==> config.mk <==
export PLATFORM = sky130hd
export DESIGN_NAME = ireg_port
export DESIGN_NICKNAME = d
export VERILOG_FILES = /design/src/rtl/ireg_pkg.sv /design/src/rtl/ireg_strobe_sync.sv /design/src/rtl/ireg_seq.sv /design/src/rtl/ireg_master.sv /design/src/rtl/ireg_route.sv /design/src/rtl/ireg_port.sv
export SDC_FILE = /design/constraint.sdc
export NUM_CORES = 1
export LEC_CHECK = 0
export BUFFER_PORTS_ARGS = -buffer_cell sky130_fd_sc_hd__buf_2
export CAP_MARGIN = 15
export CORE_MARGIN = 2
export CORE_UTILIZATION = 52
export CTS_BUF_LIST = sky130_fd_sc_hd__clkbuf_16
export DETAILED_ROUTE_END_ITERATION = 12
export GPL_ROUTABILITY_DRIVEN = 1
export PLACE_DENSITY = 0.79
export SYNTH_ARGS = -nofsm -noshare
export SYNTH_HDL_FRONTEND = slang
export SYNTH_SLANG_ARGS = --single-unit
==> constraint.sdc <==
create_clock -name clk -period 2.2 [get_ports clk]
set_input_delay 0.33 -clock clk [delete_from_list [all_inputs] [get_ports clk]]
set_output_delay 0.33 -clock clk [all_outputs]
set_load 0.01 [all_outputs]
==> src/rtl/ireg_pkg.sv <==
`timescale 1ns/1ps
package ireg_pkg;
  typedef enum logic {
    ST_PTR  = 1'b0,
    ST_DATA = 1'b1
  } acc_state_e;

  localparam int RST_BIT    = 0;
  localparam int IRQ_EN_BIT = 7;
endpackage

==> src/rtl/ireg_strobe_sync.sv <==
`timescale 1ns/1ps
module ireg_strobe_sync #(
  parameter int SYNC_STAGES = 2,
  parameter int DATA_W      = 8
) (
  input  logic              clk,
  input  logic              rst_n,
  input  logic              stb,
  input  logic              we,
  input  logic [DATA_W-1:0] wdata,
  output logic              done,
  output logic              op_we,
  output logic [DATA_W-1:0] op_wdata
);
  logic [SYNC_STAGES-1:0] chain;
  logic stb_s, stb_d;

  generate
    if (SYNC_STAGES == 1) begin : g_one
      always_ff @(posedge clk or negedge rst_n)
        if (!rst_n) chain <= '0;
        else        chain <= stb;
    end else begin : g_many
      always_ff @(posedge clk or negedge rst_n)
        if (!rst_n) chain <= '0;
        else        chain <= {chain[SYNC_STAGES-2:0], stb};
    end
  endgenerate

  assign stb_s = chain[SYNC_STAGES-1];

  always_ff @(posedge clk or negedge rst_n) begin
    if (!rst_n) begin
      stb_d    <= 1'b0;
      op_we    <= 1'b0;
      op_wdata <= '0;
    end else begin
      stb_d <= stb_s;
      if (stb_s && !stb_d) begin
        op_we    <= we;
        op_wdata <= wdata;
      end
    end
  end

  // one completion per strobe, on its falling edge
  assign done = stb_d && !stb_s;

  AST_SINGLE_DONE: assert property (@(posedge clk) disable iff (!rst_n)
    done |=> !done);
endmodule

==> src/rtl/ireg_seq.sv <==
`timescale 1ns/1ps
module ireg_seq
  import ireg_pkg::*;
#(
  parameter int               PTR_W    = 6,
  parameter int               DATA_W   = 8,
  parameter logic [PTR_W-1:0] MIC_ADDR = '0
) (
  input  logic              clk,
  input  logic              rst_n,
  input  logic              done,
  input  logic              op_we,
  input  logic [DATA_W-1:0] op_wdata,
  input  logic              reset_mode,
  output logic [PTR_W-1:0]  ptr,
  output acc_state_e        state,
  output logic              reg_wr,
  output logic [PTR_W-1:0]  reg_addr,
  output logic [DATA_W-1:0] reg_wdata,
  output logic              rst_clr
);
  always_ff @(posedge clk or negedge rst_n) begin
    if (!rst_n) begin
      state     <= ST_PTR;
      ptr       <= '0;
      reg_wr    <= 1'b0;
      reg_addr  <= '0;
      reg_wdata <= '0;
      rst_clr   <= 1'b0;
    end else begin
      reg_wr  <= 1'b0;
      rst_clr <= 1'b0;
      if (reset_mode) begin
        state <= ST_PTR;
        ptr   <= '0;
        if (done && op_we && !op_wdata[RST_BIT]) rst_clr <= 1'b1;
      end else if (done) begin
        if (!op_we) begin
          state <= ST_PTR;
        end else if (state == ST_PTR) begin
          ptr   <= op_wdata[PTR_W-1:0];
          state <= ST_DATA;
        end else begin
          reg_wr    <= 1'b1;
          reg_addr  <= ptr;
          reg_wdata <= op_wdata;
          state     <= ST_PTR;
          if (ptr == MIC_ADDR && op_wdata[RST_BIT]) ptr <= '0;
        end
      end
    end
  end

  AST_RST_PTR_HOME: assert property (@(posedge clk) disable iff (!rst_n)
    reset_mode |-> (ptr == '0 && state == ST_PTR));
  AST_WR_FROM_DATA: assert property (@(posedge clk) disable iff (!rst_n)
    reg_wr |-> $past(state) == ST_DATA);
  AST_PTR_HELD: assert property (@(posedge clk) disable iff (!rst_n)
    (state == ST_DATA && !done && !reset_mode) |=> $stable(ptr));
endmodule

==> src/rtl/ireg_master.sv <==
`timescale 1ns/1ps
module ireg_master
  import ireg_pkg::*;
#(
  parameter int               PTR_W    = 6,
  parameter int               DATA_W   = 8,
  parameter int               N_PORT   = 2,
  parameter int               N_TIMER  = 3,
  parameter logic [PTR_W-1:0] MIC_ADDR = 6'h00,
  parameter logic [PTR_W-1:0] CFG_ADDR = 6'h01
) (
  input  logic               clk,
  input  logic               rst_n,
  input  logic               reg_wr,
  input  logic [PTR_W-1:0]   reg_addr,
  input  logic [DATA_W-1:0]  reg_wdata,
  input  logic               rst_clr,
  output logic [DATA_W-1:0]  mic,
  output logic [DATA_W-1:0]  mcc,
  output logic               reset_mode,
  output logic [N_PORT-1:0]  port_en,
  output logic [N_TIMER-1:0] timer_en,
  output logic               irq_master_en
);
  localparam int                TMR_LSB  = N_PORT;
  localparam int                TMR_MSB  = N_PORT + N_TIMER - 1;
  localparam logic [DATA_W-1:0] MIC_HOLD = DATA_W'(1) << RST_BIT;

  always_ff @(posedge clk or negedge rst_n) begin
    if (!rst_n) begin
      mic <= '0;
      mcc <= '0;
    end else if (mic[RST_BIT]) begin
      mcc <= '0;
      if (rst_clr) mic <= '0;
    end else if (reg_wr) begin
      if (reg_addr == MIC_ADDR) begin
        if (reg_wdata[RST_BIT]) begin
          mic <= MIC_HOLD;
          mcc <= '0;
        end else begin
          mic <= reg_wdata;
        end
      end else if (reg_addr == CFG_ADDR) begin
        mcc <= reg_wdata;
      end
    end
  end

  assign reset_mode    = mic[RST_BIT];
  assign port_en       = mcc[N_PORT-1:0];
  assign timer_en      = mcc[TMR_MSB:TMR_LSB];
  assign irq_master_en = mic[IRQ_EN_BIT] && !mic[RST_BIT];

  AST_CFG_HELD_IN_RST: assert property (@(posedge clk) disable iff (!rst_n)
    reset_mode |-> (mcc == '0 && mic == MIC_HOLD));
  AST_CLR_ONLY_IN_RST: assert property (@(posedge clk) disable iff (!rst_n)
    rst_clr |-> reset_mode);
endmodule

==> src/rtl/ireg_route.sv <==
`timescale 1ns/1ps
module ireg_route #(
  parameter int               PTR_W      = 6,
  parameter int               DATA_W     = 8,
  parameter int               WIN_W      = 4,
  parameter logic [PTR_W-1:0] MIC_ADDR   = 6'h00,
  parameter logic [PTR_W-1:0] CFG_ADDR   = 6'h01,
  parameter logic [PTR_W-1:0] PORT_BASE  = 6'h10,
  parameter logic [PTR_W-1:0] TIMER_BASE = 6'h20
) (
  input  logic              clk,
  input  logic              rst_n,
  input  logic              reg_wr,
  input  logic [PTR_W-1:0]  reg_addr,
  input  logic [DATA_W-1:0] reg_wdata,
  input  logic [PTR_W-1:0]  ptr,
  input  logic              reset_mode,
  input  logic [DATA_W-1:0] mic,
  input  logic [DATA_W-1:0] mcc,
  input  logic [DATA_W-1:0] port_rdata,
  input  logic [DATA_W-1:0] timer_rdata,
  output logic [WIN_W-1:0]  unit_addr,
  output logic [DATA_W-1:0] unit_wdata,
  output logic              port_wr,
  output logic              timer_wr,
  output logic [DATA_W-1:0] host_rdata
);
  localparam int               N_WIN = 2;
  localparam logic [PTR_W-1:0] WIN_BASE [N_WIN] = '{PORT_BASE, TIMER_BASE};

  logic [N_WIN-1:0] wr_hit;
  logic [N_WIN-1:0] rd_hit;

  genvar g;
  generate
    for (g = 0; g < N_WIN; g++) begin : g_win
      assign wr_hit[g] = reg_wr &&
                         (reg_addr[PTR_W-1:WIN_W] == WIN_BASE[g][PTR_W-1:WIN_W]);
      assign rd_hit[g] = (ptr[PTR_W-1:WIN_W] == WIN_BASE[g][PTR_W-1:WIN_W]);
    end
  endgenerate

  assign port_wr    = wr_hit[0];
  assign timer_wr   = wr_hit[1];
  assign unit_wdata = reg_wdata;
  assign unit_addr  = reg_wr ? reg_addr[WIN_W-1:0] : ptr[WIN_W-1:0];

  always_comb begin
    if (reset_mode)            host_rdata = mic;
    else if (ptr == MIC_ADDR)  host_rdata = mic;
    else if (ptr == CFG_ADDR)  host_rdata = mcc;
    else if (rd_hit[0])        host_rdata = port_rdata;
    else if (rd_hit[1])        host_rdata = timer_rdata;
    else                       host_rdata = '0;
  end

  AST_NO_WR_IN_RST: assert property (@(posedge clk) disable iff (!rst_n)
    reset_mode |-> !reg_wr);
  AST_PORT_PULSE: assert property (@(posedge clk) disable iff (!rst_n)
    port_wr |=> !port_wr);
  AST_TIMER_PULSE: assert property (@(posedge clk) disable iff (!rst_n)
    timer_wr |=> !timer_wr);
endmodule

==> src/rtl/ireg_port.sv <==
`timescale 1ns/1ps
module ireg_port
  import ireg_pkg::*;
#(
  parameter int               PTR_W       = 6,
  parameter int               DATA_W      = 8,
  parameter int               WIN_W       = 4,
  parameter int               SYNC_STAGES = 2,
  parameter int               N_PORT      = 2,
  parameter int               N_TIMER     = 3,
  parameter logic [PTR_W-1:0] MIC_ADDR    = 6'h00,
  parameter logic [PTR_W-1:0] CFG_ADDR    = 6'h01,
  parameter logic [PTR_W-1:0] PORT_BASE   = 6'h10,
  parameter logic [PTR_W-1:0] TIMER_BASE  = 6'h20
) (
  input  logic               clk,
  input  logic               rst_n,
  input  logic               host_stb,
  input  logic               host_we,
  input  logic [DATA_W-1:0]  host_wdata,
  output logic [DATA_W-1:0]  host_rdata,
  output logic [WIN_W-1:0]   unit_addr,
  output logic [DATA_W-1:0]  unit_wdata,
  output logic               port_wr,
  output logic               timer_wr,
  input  logic [DATA_W-1:0]  port_rdata,
  input  logic [DATA_W-1:0]  timer_rdata,
  output logic               unit_rst,
  output logic [N_PORT-1:0]  port_en,
  output logic [N_TIMER-1:0] timer_en,
  output logic               irq_master_en
);
  logic              done, op_we;
  logic [DATA_W-1:0] op_wdata;
  logic [PTR_W-1:0]  ptr, reg_addr;
  acc_state_e        state;
  logic              reg_wr, rst_clr, reset_mode;
  logic [DATA_W-1:0] reg_wdata, mic, mcc;

  ireg_strobe_sync #(.SYNC_STAGES(SYNC_STAGES), .DATA_W(DATA_W)) u_sync (
    .clk(clk), .rst_n(rst_n), .stb(host_stb), .we(host_we), .wdata(host_wdata),
    .done(done), .op_we(op_we), .op_wdata(op_wdata)
  );

  ireg_seq #(.PTR_W(PTR_W), .DATA_W(DATA_W), .MIC_ADDR(MIC_ADDR)) u_seq (
    .clk(clk), .rst_n(rst_n), .done(done), .op_we(op_we), .op_wdata(op_wdata),
    .reset_mode(reset_mode), .ptr(ptr), .state(state), .reg_wr(reg_wr),
    .reg_addr(reg_addr), .reg_wdata(reg_wdata), .rst_clr(rst_clr)
  );

  ireg_master #(
    .PTR_W(PTR_W), .DATA_W(DATA_W), .N_PORT(N_PORT), .N_TIMER(N_TIMER),
    .MIC_ADDR(MIC_ADDR), .CFG_ADDR(CFG_ADDR)
  ) u_master (
    .clk(clk), .rst_n(rst_n), .reg_wr(reg_wr), .reg_addr(reg_addr),
    .reg_wdata(reg_wdata), .rst_clr(rst_clr), .mic(mic), .mcc(mcc),
    .reset_mode(reset_mode), .port_en(port_en), .timer_en(timer_en),
    .irq_master_en(irq_master_en)
  );

  ireg_route #(
    .PTR_W(PTR_W), .DATA_W(DATA_W), .WIN_W(WIN_W), .MIC_ADDR(MIC_ADDR),
    .CFG_ADDR(CFG_ADDR), .PORT_BASE(PORT_BASE), .TIMER_BASE(TIMER_BASE)
  ) u_route (
    .clk(clk), .rst_n(rst_n), .reg_wr(reg_wr), .reg_addr(reg_addr),
    .reg_wdata(reg_wdata), .ptr(ptr), .reset_mode(reset_mode), .mic(mic),
    .mcc(mcc), .port_rdata(port_rdata), .timer_rdata(timer_rdata),
    .unit_addr(unit_addr), .unit_wdata(unit_wdata), .port_wr(port_wr),
    .timer_wr(timer_wr), .host_rdata(host_rdata)
  );

  assign unit_rst = reset_mode;

  AST_STATE_HOME_AFTER_READ: assert property (@(posedge clk) disable iff (!rst_n)
    (done && !op_we) |=> state == ST_PTR);
endmodule

* After elaboration in Yosys (flattened, before gate mapping)
Index checks and enable logic that the tools add are counted.
Operators by class: equal/unequal tests 9, muxes and demuxes 31, bitwise gates (word level) 1, reductions and logical operators 23
Operator list (count):
- 2-to-1 mux 8 bit | 15
- 2-to-1 mux 6 bit | 5
- equality test 6 x 1 -> 1 bit (second input constant) | 2
- logical NOT 6 bit | 2
- 2-to-1 mux 1 bit | 10
- AND reduction 3 bit | 3
- logical AND 1 bit | 8
- nonzero test 2 bit | 4
- inequality test 3 x 2 -> 1 bit (second input constant) | 2
- equality test 2 x 1 -> 1 bit (second input constant) | 2
- equality test 2 bit (second input constant) | 2
- logical NOT 1 bit | 4
- 2-to-1 mux 4 bit | 1
- AND reduction 4 bit | 1
- nonzero test 3 bit | 1
- inequality test 2 bit (second input constant) | 1
- inverter 1 bit | 1
Storage, ports and cells: flip-flop bits (word level) 51, output and inout bits 29, logic and storage cells 77

* Logic depth before layout (Yosys ltp)
word-level depth 7, mapped depth 5

* Cells and area by module
A second synthesis with hierarchy kept.
Second synthesis, totals: cell total of the unflattened synthesis 189, area, all modules 2497.4 um2
Modules (own cells, without submodules):
- ireg_seq | instances 1, cells each 64, area each 985.9 um2, seq. area each 575.6 um2
- ireg_master | instances 1, cells each 52, area each 706.9 um2, seq. area each 400.4 um2
- ireg_strobe_sync | instances 1, cells each 24, area each 469.2 um2, seq. area each 300.3 um2
- ireg_route | instances 1, cells each 49, area each 335.3 um2, seq. area each 0.0 um2

* Worst setup path before layout
Ideal clock, no wire load.
kind reg2out, start point reg u_seq.ptr[1], end point out host_rdata[1], arrival 1421 ps, data required time 1870 ps, slack 449 ps, cell stages (with the launch flop) 6, path buffers 1, cells stage by stage dfrtp_1 > nor4_1 > and3b_1 > clkbuf_1 > a222oi_1 > a21oi_1
Between the ends: word-level cells in the longest chain between the ends 4, elaborated cells on any way between the ends 5, those cells by class eq/ne: 1; mux: 3; reduce/logical: 1
RTL lines:
- start: declaration | RTL line ireg_seq.sv:15 | output logic [PTR_W-1:0] ptr,
- start signal: assignment | RTL line ireg_seq.sv:41 | ptr <= op_wdata[PTR_W-1:0];
- equality test 6 x 1 -> 1 bit | RTL line ireg_route.sv:51 | else if (ptr == CFG_ADDR) host_rdata = mcc;
- 2-to-1 mux 8 bit | RTL line ireg_route.sv:51
- 2-to-1 mux 8 bit * | RTL line ireg_route.sv:50 | else if (ptr == MIC_ADDR) host_rdata = mic;
- 2-to-1 mux 8 bit * | RTL line ireg_route.sv:49 | if (reset_mode) host_rdata = mic;
- end: declaration | RTL line ireg_port.sv:21 | output logic [DATA_W-1:0] host_rdata,
Every way passes the cells marked *; elsewhere a longest branch is shown, timed or not.

* Worst setup path after layout
start point reg u_seq.ptr[3], end point out host_rdata[2]
The elaborated chain is that of the path after synthesis.

==> impl_metrics.toml <==
[status]
status = "finished clean"

[pwr]
ir_drop_v = 0.0006449
power_density_nw_per_um2 = 1293
p_leak_nw = 1.335

[setup_path]
end_kind = "primary output"
required_ps = 1870
crit_fanout = 8
critical_path_class = "reg -> out"
cp-start-kind = "register"
critPathArrivalTime_ps = 1730

[final_layout]
area_growth_pct = 23.37
drive_gt1_frac = 0.4573
layout.nets = 262
stdcell_count = 284
n_antenna_cell = 0

[clock_network]
cts_root_buf = "clkbuf_16"
cts_max_path_buffers = 2
insertion_delay_ps = 290
ctsHoldBuffers = 0
cts_buffers = 5
path_clk_slew_ps = 60
cts_tree = "built"
numClockSinks = 51
h-tree-depth = 2

[job]
maxCapViolCount = 0

[place]
gp_congestion = 0.7886
dp.cells = 275
io_buffers = 56
hpwl_mm = 3.481

[synthesis]
syn_inst = 174
yosys_register_bits = 51
avgSynthCellArea_um2 = 12.83
ys_seq_area_frac = 0.5717
yosys_warnings = 0
syn_nets = 202
synthesis.area_um2 = 2232
synth_cell_types = 27

[die]
pin_count = 57
die_w_um = 69.52
start_util = 0.5501
die-area_um2 = 4832
die_h_um = 69.52
core.rowCount = 23
core_area_um2 = 4058

[drt]
vias_per_cell = 5.789
first_pass_iters = 4
first_iter_violations = 139
post_drt_wl_per_cell_um = 16.72
vias = 1644
routed_wl_mm = 4.748
drtAntennaViolNets = 0
route.detailed.drc = 0

[sta]
worst_slew_margin_rel = 0.5807
fin_crit_ps = 2057
rsz0062_at_grt = "no"
drv_slew = 0
final-hold-violation-count = 0
fmax_ghz = 0.4862
tightest_slew_ps = 611.4
fin_tns_setup_ps = 0
fin_crit_sh = 0.9349
setup_viol = 0
fin_worst_skew_ps = 7.299

[global_route]
gr-total-overflow = 0
grt_pass1_vias = 1558
grt_max_degree = 29
grt_first_pass_wirelength_mm = 7.941
grt_usage = 0.2106
antenna_found_initial = 0

[hold_path]
hold_class = "in -> async"
==> registers in the layout, indices dropped and copies added (netlist names) <==
signal,count
u_seq.ptr,6
u_seq.rst_clr,1
u_seq.state,1
u_seq.reg_wdata,8
u_master.mcc,8
u_seq.reg_wr,1
u_sync.op_wdata,8
u_seq.reg_addr,6
u_sync.stb_d,1
u_sync.op_we,1
u_sync.chain,2
u_master.mic,8
==> synthesized netlist by cell type <==
cell	count	area, um^2
a21oi_1	9	45.04
a221oi_1	1	8.760
a222oi_1	7	70.07
a22o_1	15	131.4
and3_1	1	6.260
and3b_1	1	8.760
buf_2	1	5.000
buf_4	6	45.04
clkbuf_1	6	22.52
dfrtp_1	51	1276
inv_1	2	7.510
mux2_2	25	281.5
mux2i_1	8	80.08
nand2_1	5	18.77
nand2b_1	2	12.51
nand3b_1	1	7.510
nor2_1	19	71.32
nor2b_1	4	25.02
nor3_1	1	5.000
nor3_4	1	16.27
nor3b_1	1	7.510
nor3b_2	1	12.51
nor3b_4	1	18.77
nor4_1	1	6.260
nor4_4	1	21.27
o21ai_0	2	10.01
or4_4	1	11.26
==> kinds of logic (layout without fill, tap and decap cells) <==
logic type / after synthesis / count (layout) / synth area share
and+or+nand+nor: 41 / 41 / 0.1116
DFF: 51 / 51 / 0.5717
muxes: 33 / 33 / 0.1620
AOI/OAI and AO/OA: 34 / 34 / 0.1188
buffers and inverters: 15 / 75 / 0.03587
==> report_power, final <==
part           leakage, nW  switching, W  internal (W)
sequential           0.655      0.000301       0.00122
clock               0.0671      0.000309      0.000409
combinational        0.614      0.000662      0.000664
total                 1.34       0.00127       0.00229
==> cell usage in the layout, fill, tap and decap left out, types with 4 or more instances in the layout <==
cell type and instances:
nor2_1 19, clkbuf_16 5, nand2_1 5, mux2i_1 8
a22o_1 15, a21oi_1 8, buf_2 56, dfrtp_1 49
mux2_2 25, buf_4 9, nor2b_1 4, a222oi_1 7
==> final cells by class <==
| type | count | area (um^2) |
|---|---|---|
| clock buffers | 5 | 125.1 |
| clock inverters | 2 | 8.758 |
| fillers | 297 | 1304 |
| inverters | 2 | 7.507 |
| multi-input cells | 108 | 903.4 |
| flip-flops and latches | 51 | 1279 |
| well taps | 50 | 62.56 |
| repair buffers | 66 | 367.9 |
==> metrics by stage <==
stage	power [W]	hold slack, ps	setup WS, ps	utilization	instance area [um^2]
2_1_floorplan	0.002252	34.41	449.0	-	2232
3_3_place_gp	0.002720	333.4	251.7	0.6346	2575
3_5_place_dp	0.002773	340.5	203.6	0.6346	2575
4_1_cts	0.003516	38.93	41.14	0.6704	2720
5_1_grt	0.003793	72.35	36.57	0.6787	2754
6_report	0.003560	23.80	143.1	0.6787	2754
==> critical path: stages (launching register included) <==
cell and delay, ps:
dfrtp_2 440, nor4_4 300, and3b_2 320, a222oi_1 90, a21oi_1 150, buf_2 140
==> what timing repair did <==
item                                    CTS  global route
endpoints found under the setup margin    7             7
setup buffers                             0             2
pin swaps                                 0             4
resized for setup                         3             4
==> metal layers <==
metal,up-vias,GRT usage,routed length [um],share of wire
met4,0,0.07843,91,0.019
met5,-,0,0,0
met2,59,0.3162,2273,0.48
met1,817,0.2917,2060,0.43
met3,10,0.06105,322,0.068
li1,758,-,-,-
==> final timing paths <==
kind / startpoint / end / slack [ps] / cells past startpoint
min in group clk: host_stb / u_sync.chain[0]$_DFF_PN0_ / 150 / 1
min: rst_n / u_master.mcc[1]$_DFFE_PN0P_ / 20 / 1
max in group asynchronous: rst_n / u_seq.ptr[3]$_DFFE_PN0P_ / 1630 / 2
min reg2reg: u_sync.chain[0]$_DFF_PN0_ / u_sync.chain[1]$_DFF_PN0_ / 350 / 0
max: u_seq.ptr[3]$_DFFE_PN0P_ / host_rdata[2] / 140 / 5
max reg2reg: u_seq.reg_addr[1]$_DFFE_PN0P_ / u_master.mic[6]$_DFFE_PN0P_ / 390 / 4
Power figures use the tool's default switching activity.
